===== src/rtl/halfreg_alu_pkg.sv =====
package halfreg_alu_pkg;

    localparam int WORD_W   = 16;
    localparam int BYTE_W   = 8;
    localparam int NUM_REGS = 4;
    localparam int SEL_W    = $clog2(NUM_REGS);
    localparam int OP_W     = 4;
    localparam int SHAMT_W  = 8;

    typedef enum logic [OP_W-1:0] {
        OP_NOP  = 4'd0,
        OP_ADD  = 4'd1,
        OP_SUB  = 4'd2,
        OP_AND  = 4'd3,
        OP_OR   = 4'd4,
        OP_XOR  = 4'd5,
        OP_CMP  = 4'd6,
        OP_INV  = 4'd7,
        OP_SHL  = 4'd8,
        OP_SHR  = 4'd9,
        OP_SWAB = 4'd10,
        OP_SEXT = 4'd11
    } alu_op_e;

    typedef enum logic [1:0] {
        LANE_FULL     = 2'd0,
        LANE_LO       = 2'd1,
        LANE_HI       = 2'd2,
        LANE_FULL_ALT = 2'd3
    } lane_e;

    typedef struct packed {
        logic zero;
        logic ovf;
        logic eq;
    } alu_flags_t;

    // operation changes the flags (every defined code except NOP)
    function automatic logic op_sets_flags(input logic [OP_W-1:0] op);
        return (op >= OP_ADD) && (op <= OP_SEXT);
    endfunction

    // operation writes a register
    function automatic logic op_writes_reg(input logic [OP_W-1:0] op);
        return op_sets_flags(op) && (op != OP_CMP);
    endfunction

    // operation always works on the whole word
    function automatic logic op_whole_word(input logic [OP_W-1:0] op);
        return (op == OP_SWAB) || (op == OP_SEXT);
    endfunction

endpackage


===== src/rtl/halfreg_alu_regfile.sv =====
module halfreg_alu_regfile
    import halfreg_alu_pkg::*;
#(
    parameter int N = NUM_REGS,
    parameter int W = WORD_W,
    localparam int AW = $clog2(N)
) (
    input  logic          clk,
    input  logic          rst,
    input  logic          we,
    input  logic [AW-1:0] waddr,
    input  logic [W-1:0]  wdata,
    input  logic [AW-1:0] raddr_a,
    input  logic [AW-1:0] raddr_b,
    input  logic [AW-1:0] raddr_c,
    output logic [W-1:0]  rdata_a,
    output logic [W-1:0]  rdata_b,
    output logic [W-1:0]  rdata_c
);

    logic [W-1:0] mem_q [N];

    always_ff @(posedge clk) begin
        if (rst) begin
            for (int i = 0; i < N; i++) begin
                mem_q[i] <= '0;
            end
        end else if (we) begin
            mem_q[waddr] <= wdata;
        end
    end

    assign rdata_a = mem_q[raddr_a];
    assign rdata_b = mem_q[raddr_b];
    assign rdata_c = mem_q[raddr_c];

endmodule


===== src/rtl/halfreg_alu_exec.sv =====
module halfreg_alu_exec
    import halfreg_alu_pkg::*;
#(
    parameter int W = WORD_W
) (
    input  logic [OP_W-1:0]    op,
    input  logic [W-1:0]       opa,
    input  logic [W-1:0]       opb,
    input  logic [SHAMT_W-1:0] shamt,
    output logic [W-1:0]       res,
    output alu_flags_t         flg
);

    localparam logic [SHAMT_W-1:0] SH_LIMIT = SHAMT_W'(W);

    logic [W-1:0] sum;
    logic [W-1:0] diff;
    logic         big_shift;

    assign sum       = opa + opb;
    assign diff      = opa - opb;
    assign big_shift = (shamt >= SH_LIMIT);

    always_comb begin
        res     = '0;
        flg.ovf = 1'b0;
        flg.eq  = 1'b0;
        case (op)
            OP_ADD: begin
                res     = sum;
                flg.ovf = (opa[W-1] == opb[W-1]) && (sum[W-1] != opa[W-1]);
            end
            OP_SUB, OP_CMP: begin
                res     = diff;
                flg.ovf = (opa[W-1] != opb[W-1]) && (diff[W-1] != opa[W-1]);
                flg.eq  = (opa == opb);
            end
            OP_AND:  res = opa & opb;
            OP_OR:   res = opa | opb;
            OP_XOR:  res = opa ^ opb;
            OP_INV:  res = ~opa;
            OP_SHL:  res = big_shift ? '0 : (opa << shamt);
            OP_SHR:  res = big_shift ? '0 : (opa >> shamt);
            default: res = '0;
        endcase
        flg.zero = (res == '0);
    end

endmodule


===== src/rtl/halfreg_alu.sv =====
module halfreg_alu
    import halfreg_alu_pkg::*;
(
    input  logic               clk,
    input  logic               rst,
    input  logic               op_valid,
    input  logic [OP_W-1:0]    op_code,
    input  logic [1:0]         lane_sel,
    input  logic [SEL_W-1:0]   dst_sel,
    input  logic [SEL_W-1:0]   src_sel,
    input  logic [SHAMT_W-1:0] shift_amt,
    input  logic [SEL_W-1:0]   rd_sel,
    output logic [WORD_W-1:0]  rd_data,
    output logic               wb_valid,
    output logic [SEL_W-1:0]   wb_reg,
    output logic [WORD_W-1:0]  wb_data,
    output logic               flag_zero,
    output logic               flag_ovf,
    output logic               flag_eq
);

    logic [WORD_W-1:0] opa_full;
    logic [WORD_W-1:0] opb_full;
    logic [BYTE_W-1:0] opa_byte;
    logic [BYTE_W-1:0] opb_byte;
    logic [WORD_W-1:0] res_word;
    logic [BYTE_W-1:0] res_byte;
    alu_flags_t        flg_word;
    alu_flags_t        flg_byte;
    logic              lane_hi;
    logic              lane_is_byte;
    logic [WORD_W-1:0] new_val;
    alu_flags_t        new_flg;
    logic              do_write;
    logic              do_flags;

    logic              wb_valid_q;
    logic [SEL_W-1:0]  wb_reg_q;
    logic [WORD_W-1:0] wb_data_q;
    alu_flags_t        flags_q;

    halfreg_alu_regfile #(.N(NUM_REGS), .W(WORD_W)) u_rf (
        .clk     (clk),
        .rst     (rst),
        .we      (do_write),
        .waddr   (dst_sel),
        .wdata   (new_val),
        .raddr_a (dst_sel),
        .raddr_b (src_sel),
        .raddr_c (rd_sel),
        .rdata_a (opa_full),
        .rdata_b (opb_full),
        .rdata_c (rd_data)
    );

    assign lane_hi      = (lane_sel == LANE_HI);
    assign lane_is_byte = (lane_sel == LANE_LO) || lane_hi;
    assign opa_byte     = lane_hi ? opa_full[WORD_W-1:BYTE_W] : opa_full[BYTE_W-1:0];
    assign opb_byte     = lane_hi ? opb_full[WORD_W-1:BYTE_W] : opb_full[BYTE_W-1:0];

    halfreg_alu_exec #(.W(WORD_W)) u_exec_word (
        .op    (op_code),
        .opa   (opa_full),
        .opb   (opb_full),
        .shamt (shift_amt),
        .res   (res_word),
        .flg   (flg_word)
    );

    halfreg_alu_exec #(.W(BYTE_W)) u_exec_byte (
        .op    (op_code),
        .opa   (opa_byte),
        .opb   (opb_byte),
        .shamt (shift_amt),
        .res   (res_byte),
        .flg   (flg_byte)
    );

    // merge the lane result back into the 16-bit destination
    always_comb begin
        new_val = res_word;
        new_flg = flg_word;
        if (op_whole_word(op_code)) begin
            if (op_code == OP_SWAB) begin
                new_val = {opa_full[BYTE_W-1:0], opa_full[WORD_W-1:BYTE_W]};
            end else begin
                new_val = {{(WORD_W-BYTE_W){opa_full[BYTE_W-1]}}, opa_full[BYTE_W-1:0]};
            end
            new_flg.zero = (new_val == '0);
            new_flg.ovf  = 1'b0;
            new_flg.eq   = 1'b0;
        end else if (lane_is_byte) begin
            new_flg = flg_byte;
            if (lane_hi) begin
                new_val = {res_byte, opa_full[BYTE_W-1:0]};
            end else begin
                new_val = {opa_full[WORD_W-1:BYTE_W], res_byte};
            end
        end
    end

    assign do_write = op_valid && op_writes_reg(op_code);
    assign do_flags = op_valid && op_sets_flags(op_code);

    always_ff @(posedge clk) begin
        if (rst) begin
            wb_valid_q <= 1'b0;
            wb_reg_q   <= '0;
            wb_data_q  <= '0;
            flags_q    <= '0;
        end else begin
            wb_valid_q <= do_write;
            if (do_write) begin
                wb_reg_q  <= dst_sel;
                wb_data_q <= new_val;
            end
            if (do_flags) begin
                flags_q <= new_flg;
            end
        end
    end

    assign wb_valid  = wb_valid_q;
    assign wb_reg    = wb_reg_q;
    assign wb_data   = wb_data_q;
    assign flag_zero = flags_q.zero;
    assign flag_ovf  = flags_q.ovf;
    assign flag_eq   = flags_q.eq;

endmodule


===== config.mk =====
export PLATFORM = sky130hd
export DESIGN_NAME = halfreg_alu
export DESIGN_NICKNAME = d
export VERILOG_FILES = /design/src/rtl/halfreg_alu_pkg.sv /design/src/rtl/halfreg_alu_regfile.sv /design/src/rtl/halfreg_alu_exec.sv /design/src/rtl/halfreg_alu.sv
export SDC_FILE = /design/constraint.sdc
export NUM_CORES = 1
export LEC_CHECK = 0
export BUFFER_PORTS_ARGS = -buffer_cell sky130_fd_sc_hd__clkbuf_2
export CAP_MARGIN = 20
export CORE_AREA = 2 2 160 162
export CTS_BUF_LIST = sky130_fd_sc_hd__clkbuf_4 sky130_fd_sc_hd__clkbuf_8 sky130_fd_sc_hd__clkbuf_16
export DETAILED_ROUTE_END_ITERATION = 7
export DIE_AREA = 0 0 162 164
export GPL_TIMING_DRIVEN = 0
export HOLD_SLACK_MARGIN = 0.02
export PLACE_DENSITY = 0.71
export RECOVER_POWER = 100
export SYNTH_ARGS = -nofsm -noshare
export SYNTH_HDL_FRONTEND = slang
export SYNTH_SLANG_ARGS = --single-unit

===== constraint.sdc =====
create_clock -name clk -period 5.1 [get_ports clk]
set_clock_uncertainty 0.2 [all_clocks]
set_input_delay 0.765 -clock clk [delete_from_list [all_inputs] [get_ports clk]]
set_output_delay 0.765 -clock clk [all_outputs]
set_load 0.05 [all_outputs]

==> results of run 1 <==
[layer usage]
layer	share of wire, %	GRT usage (%)	wire length, um
met1	38	61.9	22600
met5	0.039	0	23
met3	14	10.1	8560
met2	41	63.9	24300
met4	6.1	22.5	3640
[cells in the mapped netlist, types with 7 or more instances]
library cell  instances
a21o_1               24
edfxtp_1             64
a31oi_1              12
nand2b_1             18
nor2_1              144
xnor2_1               9
a2111oi_0             9
a221o_1              11
nor3_1               32
and2_1               27
nor2b_1              18
ha_1                 74
or3_1                 7
mux2i_1              48
o21a_1               11
clkbuf_1             83
mux4_2               66
a22oi_1              24
and3_1                8
mux2_2               22
o31ai_1              16
o22ai_1              18
a21boi_0             12
a211o_1               8
nand2_1             125
a21oi_1              77
o211ai_1             22
o41ai_1              10
a211oi_1             17
o21ai_0              61
nor4_1               19
buf_2                16
nand3_1              34
inv_1                83
a221oi_1             24
nand4_1               8
o221ai_1             22
dfxtp_1              22
[layout by cell type, fill, tap and decap left out, types with 8 or more instances in the layout]
cell / Yosys / final
a211oi_1: 17 / 15
a21o_1: 24 / 23
a21oi_1: 77 / 73
a221o_1: 11 / 10
a221oi_1: 24 / 23
a22oi_1: 24 / 23
a31oi_1: 12 / 11
and2_1: 27 / 22
and3_1: 8 / 8
buf_2: 16 / 10
buf_4: 3 / 18
buf_6: 4 / 10
clkbuf_1: 83 / 109
clkbuf_16: 0 / 9
clkbuf_2: 0 / 18
dfxtp_1: 22 / 22
edfxtp_1: 64 / 64
ha_1: 74 / 70
inv_1: 83 / 80
mux2_2: 22 / 19
mux2i_1: 48 / 35
mux2i_4: 3 / 11
mux4_2: 66 / 66
nand2_1: 125 / 125
nand2b_1: 18 / 18
nand3_1: 34 / 34
nand4_1: 8 / 8
nor2_1: 144 / 143
nor2b_1: 18 / 18
nor3_1: 32 / 30
nor4_1: 19 / 15
o211ai_1: 22 / 22
o21a_1: 11 / 11
o21ai_0: 61 / 56
o21ai_1: 6 / 8
o221ai_1: 22 / 20
o22ai_1: 18 / 18
o31ai_1: 16 / 14
xnor2_1: 9 / 9
[power breakdown]
group | switching, uW | internal, uW | total, uW
sequential | 63.0 | 797 | 860
clock | 280 | 386 | 666
combinational | 1160 | 591 | 1750
[critical path, stage by stage]
cell and delay, ns:
clkbuf_4 0.21, buf_6 0.20, clkbuf_4 0.26, buf_4 0.27, nand2_1 0.09, o21ai_2 0.18
inv_2 0.19, ha_1 0.30, or4_1 0.55, o21ai_1 0.35, o221ai_1 0.23, a21oi_4 0.33
o211ai_1 0.24, a22oi_2 0.33, o31ai_2 0.22, and2_1 0.25
[stage by stage]
step / power (uW) / hold WS, ns / worst slack [ns] / setup TNS (ns) / cell area [um^2]
2_1_floorplan: 1890 / 0.461 / 0.0168 / 0 / 12300
3_5_place_dp: 2400 / 0.239 / -1.98 / -117.45 / 13000
4_1_cts: 3160 / 0.252 / 0.00740 / 0 / 13800
3_3_place_gp: 2400 / 0.232 / -1.97 / -119.07 / 13000
6_report: 3270 / 0.250 / 0.00898 / 0 / 14000
5_1_grt: 3370 / 0.267 / -0.0143 / -0.0250 / 14000
[final cells by class]
class	count	area, um^2	area share (%)
multi-input combinational	1163	9540	68.4
antenna	1	2.50	0.0179
timing repair buffer	71	368	2.63
sequential	86	2360	16.9
clock inverter	7	81.3	0.583
tap	330	413	2.96
clock buffer	9	225	1.61
inverter	87	327	2.34
buffer	109	639	4.58
[final timing paths]
| check | from | end | cells after the start |
|---|---|---|---|
| worst max register to register | u_rf.mem_q[2][5] | u_rf.mem_q[3][7] | 13 |
| worst max-delay path | dst_sel[0] | u_rf.mem_q[3][7] | 16 |
| worst min register to register | wb_data[0] | wb_data[0] | 2 |
| worst min-delay path | wb_data[0] | wb_data[0] | 2 |
[cell families after synthesis]
| logic type | share of synthesized area, % |
|---|---|
| XOR/XNOR | 0.785 |
| buffers and inverters | 6.91 |
| AO/OA/AOI/OAI | 25.9 |
| flip-flops | 19.2 |
| adder cells (fa/ha/maj) | 8.20 |
| AND/OR/NAND/NOR | 19.4 |
| multiplexers | 19.6 |
[repair_timing]
action                     CTS  global route
resized for setup          102            47
setup buffers               10             6
hold endpoints to repair     0             0
setup endpoints to repair   79            73
pin swaps                    9            17
==> impl_metrics.toml, run 1 <==
[cells_and_area]
fin_util_pct = 56.3
nets = 1628
n_fill_cell = 2319
stdcell_count = 1863
drive_gt1_share_pct = 17.4
syn2layout_area_growth_pct = 13.7
largest_reg_flops = 64

[timing]
hold_viol_final = 0
grt_setup_unrepaired = "true"
max_slew_margin_pct = 6.61
period_share_pct = 99.8
fmax_mhz = 196
fin_crit_ns = 5.09
max_slew.worst_pin.slew_ns = 1.40
drv_slew = 0
setup_viol = 0

[drt]
viasPerCell = 7.37
routed-via-count = 13700
drt-total-wl_um = 59200
drc_errors = 0
drt-initial-drc-count = 2155
wl_per_cell_um = 31.8
ant_nets = 0
drt_pre_antenna_iters = 7

[synthesis]
syn-num-nets = 1551
ys_async_sr_fraction_pct = 0
synth_seq_cells = 86
syn_area_mm2 = 0.0123
ys_seq_area_share_pct = 19.2
synthCells = 1450
ys_warn_count = 0
synth_cell_type_count = 99
yosys.area.top_type = "edfxtp_1"
synth-edff-count = 64
avgSynthCellArea_um2 = 8.47
synthTopCellsByArea = "edfxtp_1 (16%), mux4_2 (12%), ha_1 (7.5%), nor2_1 (4.4%), mux2i_1 (3.9%)"
synth_top_area_share_pct = 15.7
ys.flop_type = "edfxtp_1"

[worst_setup_path]
path_max_fanout = 10
crit_path_end_kind = "flip-flop"
worstPathArrival_ns = 4.99
start_kind = "input pin"
regToRegSetupSlack_ns = 0.29
cp.required_ns = 5.00
worstSetupPathType = "input pin to flip-flop"

[power_and_ir_drop]
vdd_drop_max_uv = 274
p_per_area_mw_per_mm2 = 234
p_leak_uw = 0.00526

[global_route]
grt_pass1_wl_um = 86400
grt_max_degree = 17
antenna_found_initial = 3
grt_pass1_vias = 12700
overflow = 0
grtUsageTotal_pct = 44.2

[clock_network]
cts_hold_buf = 0
cts-buffers-inserted = 9
insertion_delay_ns = 0.34
clk_pin_slew_ns = 0.07
cts_tree = "yes"
htreeDepth = 3
root_buffer = "clkbuf_16"
clock_sinks = 86
clockBufferDepth = 2

[floorplan]
start_util_pct = 49.5
rows = 58
io_pins = 61
coreArea_mm2 = 0.0248
die_h_um = 164
die_area_mm2 = 0.0266
die_w_um = 162

[worst_hold_path]
hold_class = "flip-flop to flip-flop"

[placed_design]
dp.cells = 1833
portBuffers = 52
dp_hpwl_um = 46800
place_congestion = 1.07

[outcome]
status = "finished, final reports clean"

[job]
max-cap-violations = 0
(Power assumes the default switching activity.)
==> run 2, diff against run 1 <==
--- a/config.mk
+++ b/config.mk
@@ -5,12 +5,13 @@
 export SDC_FILE = /design/constraint.sdc
 export NUM_CORES = 1
 export LEC_CHECK = 0
+export ABC_AREA = 1
 export BUFFER_PORTS_ARGS = -buffer_cell sky130_fd_sc_hd__clkbuf_2
 export CAP_MARGIN = 20
-export CORE_AREA = 2 2 160 162
+export CORE_AREA = 2 2 154 156
 export CTS_BUF_LIST = sky130_fd_sc_hd__clkbuf_4 sky130_fd_sc_hd__clkbuf_8 sky130_fd_sc_hd__clkbuf_16
 export DETAILED_ROUTE_END_ITERATION = 7
-export DIE_AREA = 0 0 162 164
+export DIE_AREA = 0 0 156 158
 export GPL_TIMING_DRIVEN = 0
 export HOLD_SLACK_MARGIN = 0.02
 export PLACE_DENSITY = 0.71
==> run 2 against run 1 <==
Against the previous run: clock power about the same; cell count grew 19%; combinational power is 22% lower; critical path type unchanged; via count rose by 0.20%; setup slack better by 0.14 ns.
==> impl_metrics.toml, run 2 <==
[floorplan]
die_w_um = 156
die_area_mm2 = 0.0246
die_h_um = 158
coreArea_mm2 = 0.0231
rows = 56
start_util_pct = 49.1
io_pins = 61

[global_route]
grt_max_degree = 19
grtUsageMet2_pct = 63.5
grt_pass1_vias = 12300
met1_usage_pct = 53.6
overflow = 0
grtUsageTotal_pct = 40.3
grt_busiest_layer = "met2"
antenna_found_initial = 0
grt_pass1_wl_um = 74700
met3_usage_pct = 7.42

[cells_and_area]
drive_gt1_share_pct = 8.63
antenna_cells = 0
final_area_mm2 = 0.0122
stdcell_count = 2213
multiInputGateArea_mm2 = 0.00777
nets = 2019
final-seq-area_mm2 = 0.00236
mostFrequentLayoutCells = "nand2_1 (542), nand3_1 (282), nor2_1 (184)"
largest_reg_flops = 64
fin_util_pct = 52.8
n_fill_cell = 2409
layout_commonest_cell = "nand2_1"
syn2layout_area_growth_pct = 7.43

[clock_network]
cts-buffers-inserted = 9
htreeDepth = 3
root_buffer = "clkbuf_16"
cts_tree = "yes"
clockBufferDepth = 2
cts_setup_buffers = 0
cts_hold_buf = 0
clk_pin_slew_ns = 0.07
postCtsResizedCells = 0
clock_sinks = 86
insertion_delay_ns = 0.35

[worst_setup_path]
critPathSlowestCell = "fa_1"
worstPathArrival_ns = 4.95
start_kind = "input pin"
crit_family = "buffers and inverters"
cp.required_ns = 5.09
ff2ff_path_depth = 19
crit_buf_inv = 5
worstSetupPathType = "input pin to flip-flop"
crit_path_end_kind = "flip-flop"
path_depth = 19
path_cells = "clkbuf_1 -> clkbuf_1 -> nand2_1 -> nand3_1 -> nand2_1 -> inv_1 -> ha_1 -> inv_1 -> fa_1 -> nand2_1 -> nand2_1 -> inv_1 -> o21ai_0 -> xor2_1 -> o211ai_1 -> a21oi_1 -> o211ai_1 -> nand3_1 -> nor2_1"
crit_top_cell = "nand2_1"
slowest_delay_ns = 0.54
path_max_fanout = 10

[drt]
routed-via-count = 13800
drt-total-wl_um = 49900
viasPerCell = 6.21
drc_errors = 0
drt_pre_antenna_iters = 7
drt-initial-drc-count = 2005
wl_per_cell_um = 22.6
ant_nets = 0

[placed_design]
pre_cts_slack_ns = -0.251
dp_hpwl_um = 40400
place_congestion = 1.07
placed_area_mm2 = 0.0120
dp.cells = 2198
portBuffers = 51

[synthesis]
synth-edff-count = 64
syn_area_mm2 = 0.0113
ys_seq_area_share_pct = 20.9
synth.most_common_cell = "nand2_1"
synthTopCellsByArea = "nand2_1 (18%), edfxtp_1 (17%), nand3_1 (12%), ha_1 (8.2%), nor2_1 (6.1%)"
synth_mux_area_share_pct = 0.596
syn-num-nets = 1956
synthCells = 1855
synth_top_area_share_pct = 17.9
ys.flop_type = "edfxtp_1"
synth_seq_cells = 86
ys_async_sr_fraction_pct = 0
synthSimpleGateAreaFrac_pct = 43.4
ys_warn_count = 0
synth_cell_type_count = 54
avgSynthCellArea_um2 = 6.11
synth-compound-area-share_pct = 15.3
synth_xor_area_share_pct = 0.773
yosys.area.top_type = "nand2_1"
synth_common_cells = "nand2_1 (540), nand3_1 (282), nor2_1 (184)"
synthAdderAreaFrac_pct = 8.88
synth_top_family_by_area = "simple AND/OR/NAND/NOR gates"

[timing]
period_share_pct = 97.2
fin_crit_ns = 4.96
setup_tns_ns = 0
max_slew.worst_pin.slew_ns = 1.03
fin_ws_ns = 0.145
hold_viol_final = 0
grt_setup_unrepaired = "false"
max_slew_margin_pct = 30.4
setup_viol = 0
drv_slew = 0
fmax_mhz = 202

[power_and_ir_drop]
p_leak_uw = 0.00579
vdd_drop_max_uv = 328
p_per_area_mw_per_mm2 = 235

[worst_hold_path]
whs_path_depth = 2
hold_class = "flip-flop to flip-flop"

[job]
max-cap-violations = 0

[outcome]
status = "finished, final reports clean"
run 2: changes by cell type after synthesis, sizes merged, moves of 49 or more:
cell | previous run | this run
inv | 87 | 173
mux2i | 52 | 3
mux4 | 68 | 0
nand2 | 125 | 564
nand3 | 34 | 302
nor2 | 145 | 200
o21ai | 68 | 132
run 2: cells by family (layout without fill, tap and decap cells):
family,after synthesis,count (layout)
AO/OA/AOI/OAI,290,290
XOR/XNOR,10,10
adder cells (fa/ha/maj),78,78
buffers and inverters,270,338
flip-flops,86,86
multiplexers,3,3
AND/OR/NAND/NOR,1118,1118
run 2: per-stage QoR:
stage / power (uW) / hold slack (ns)
after floorplan: 1760 / 0.474
after global placement: 2160 / 0.237
after detailed placement: 2170 / 0.239
after CTS: 2830 / 0.255
after global routing: 3000 / 0.266
final: 2860 / 0.254
run 2: layout make-up:
type	instances	share of cell area, %
Multi-Input combinational cell	1499	63.8
Sequential cell	86	19.4
Inverter	178	5.55
Buffer	91	3.90
Tap cell	290	2.98
Clock buffer	9	1.85
Timing Repair Buffer	53	1.83
Clock inverter	7	0.627
run 2: tightest hold or removal path, delay by kind of cell (launching register included):
family | cells | cell delay [ns]
and+or+nand+nor | 2 | 0.10
DFF | 1 | 0.31
run 2: metal layers:
layer | wire [um] | vias to the layer above | share of wire [%]
met1 | 20100 | 6337 | 40
met2 | 21700 | 921 | 43
met5 | 0 | - | 0
met3 | 5430 | 162 | 11
met4 | 2690 | 0 | 5.4
li1 | - | 6333 | -
run 2: where the power goes:
part | internal (uW) | switching, uW | total, uW
sequential | 793 | 34.4 | 827
combinational | 359 | 1010 | 1360
clock | 348 | 320 | 668
total | 1500 | 1360 | 2860
run 2: final timing paths:
| path | startpoint | endpoint | slack [ns] |
|---|---|---|---|
| setup / recovery | src_sel[0] | u_rf.mem_q[2][6] | 0.14 |
| hold / removal | wb_data[11] | wb_data[11] | 0.25 |
| setup reg to reg | u_rf.mem_q[3][2] | u_rf.mem_q[3][14] | 0.73 |
| hold reg to reg | wb_data[11] | wb_data[11] | 0.25 |
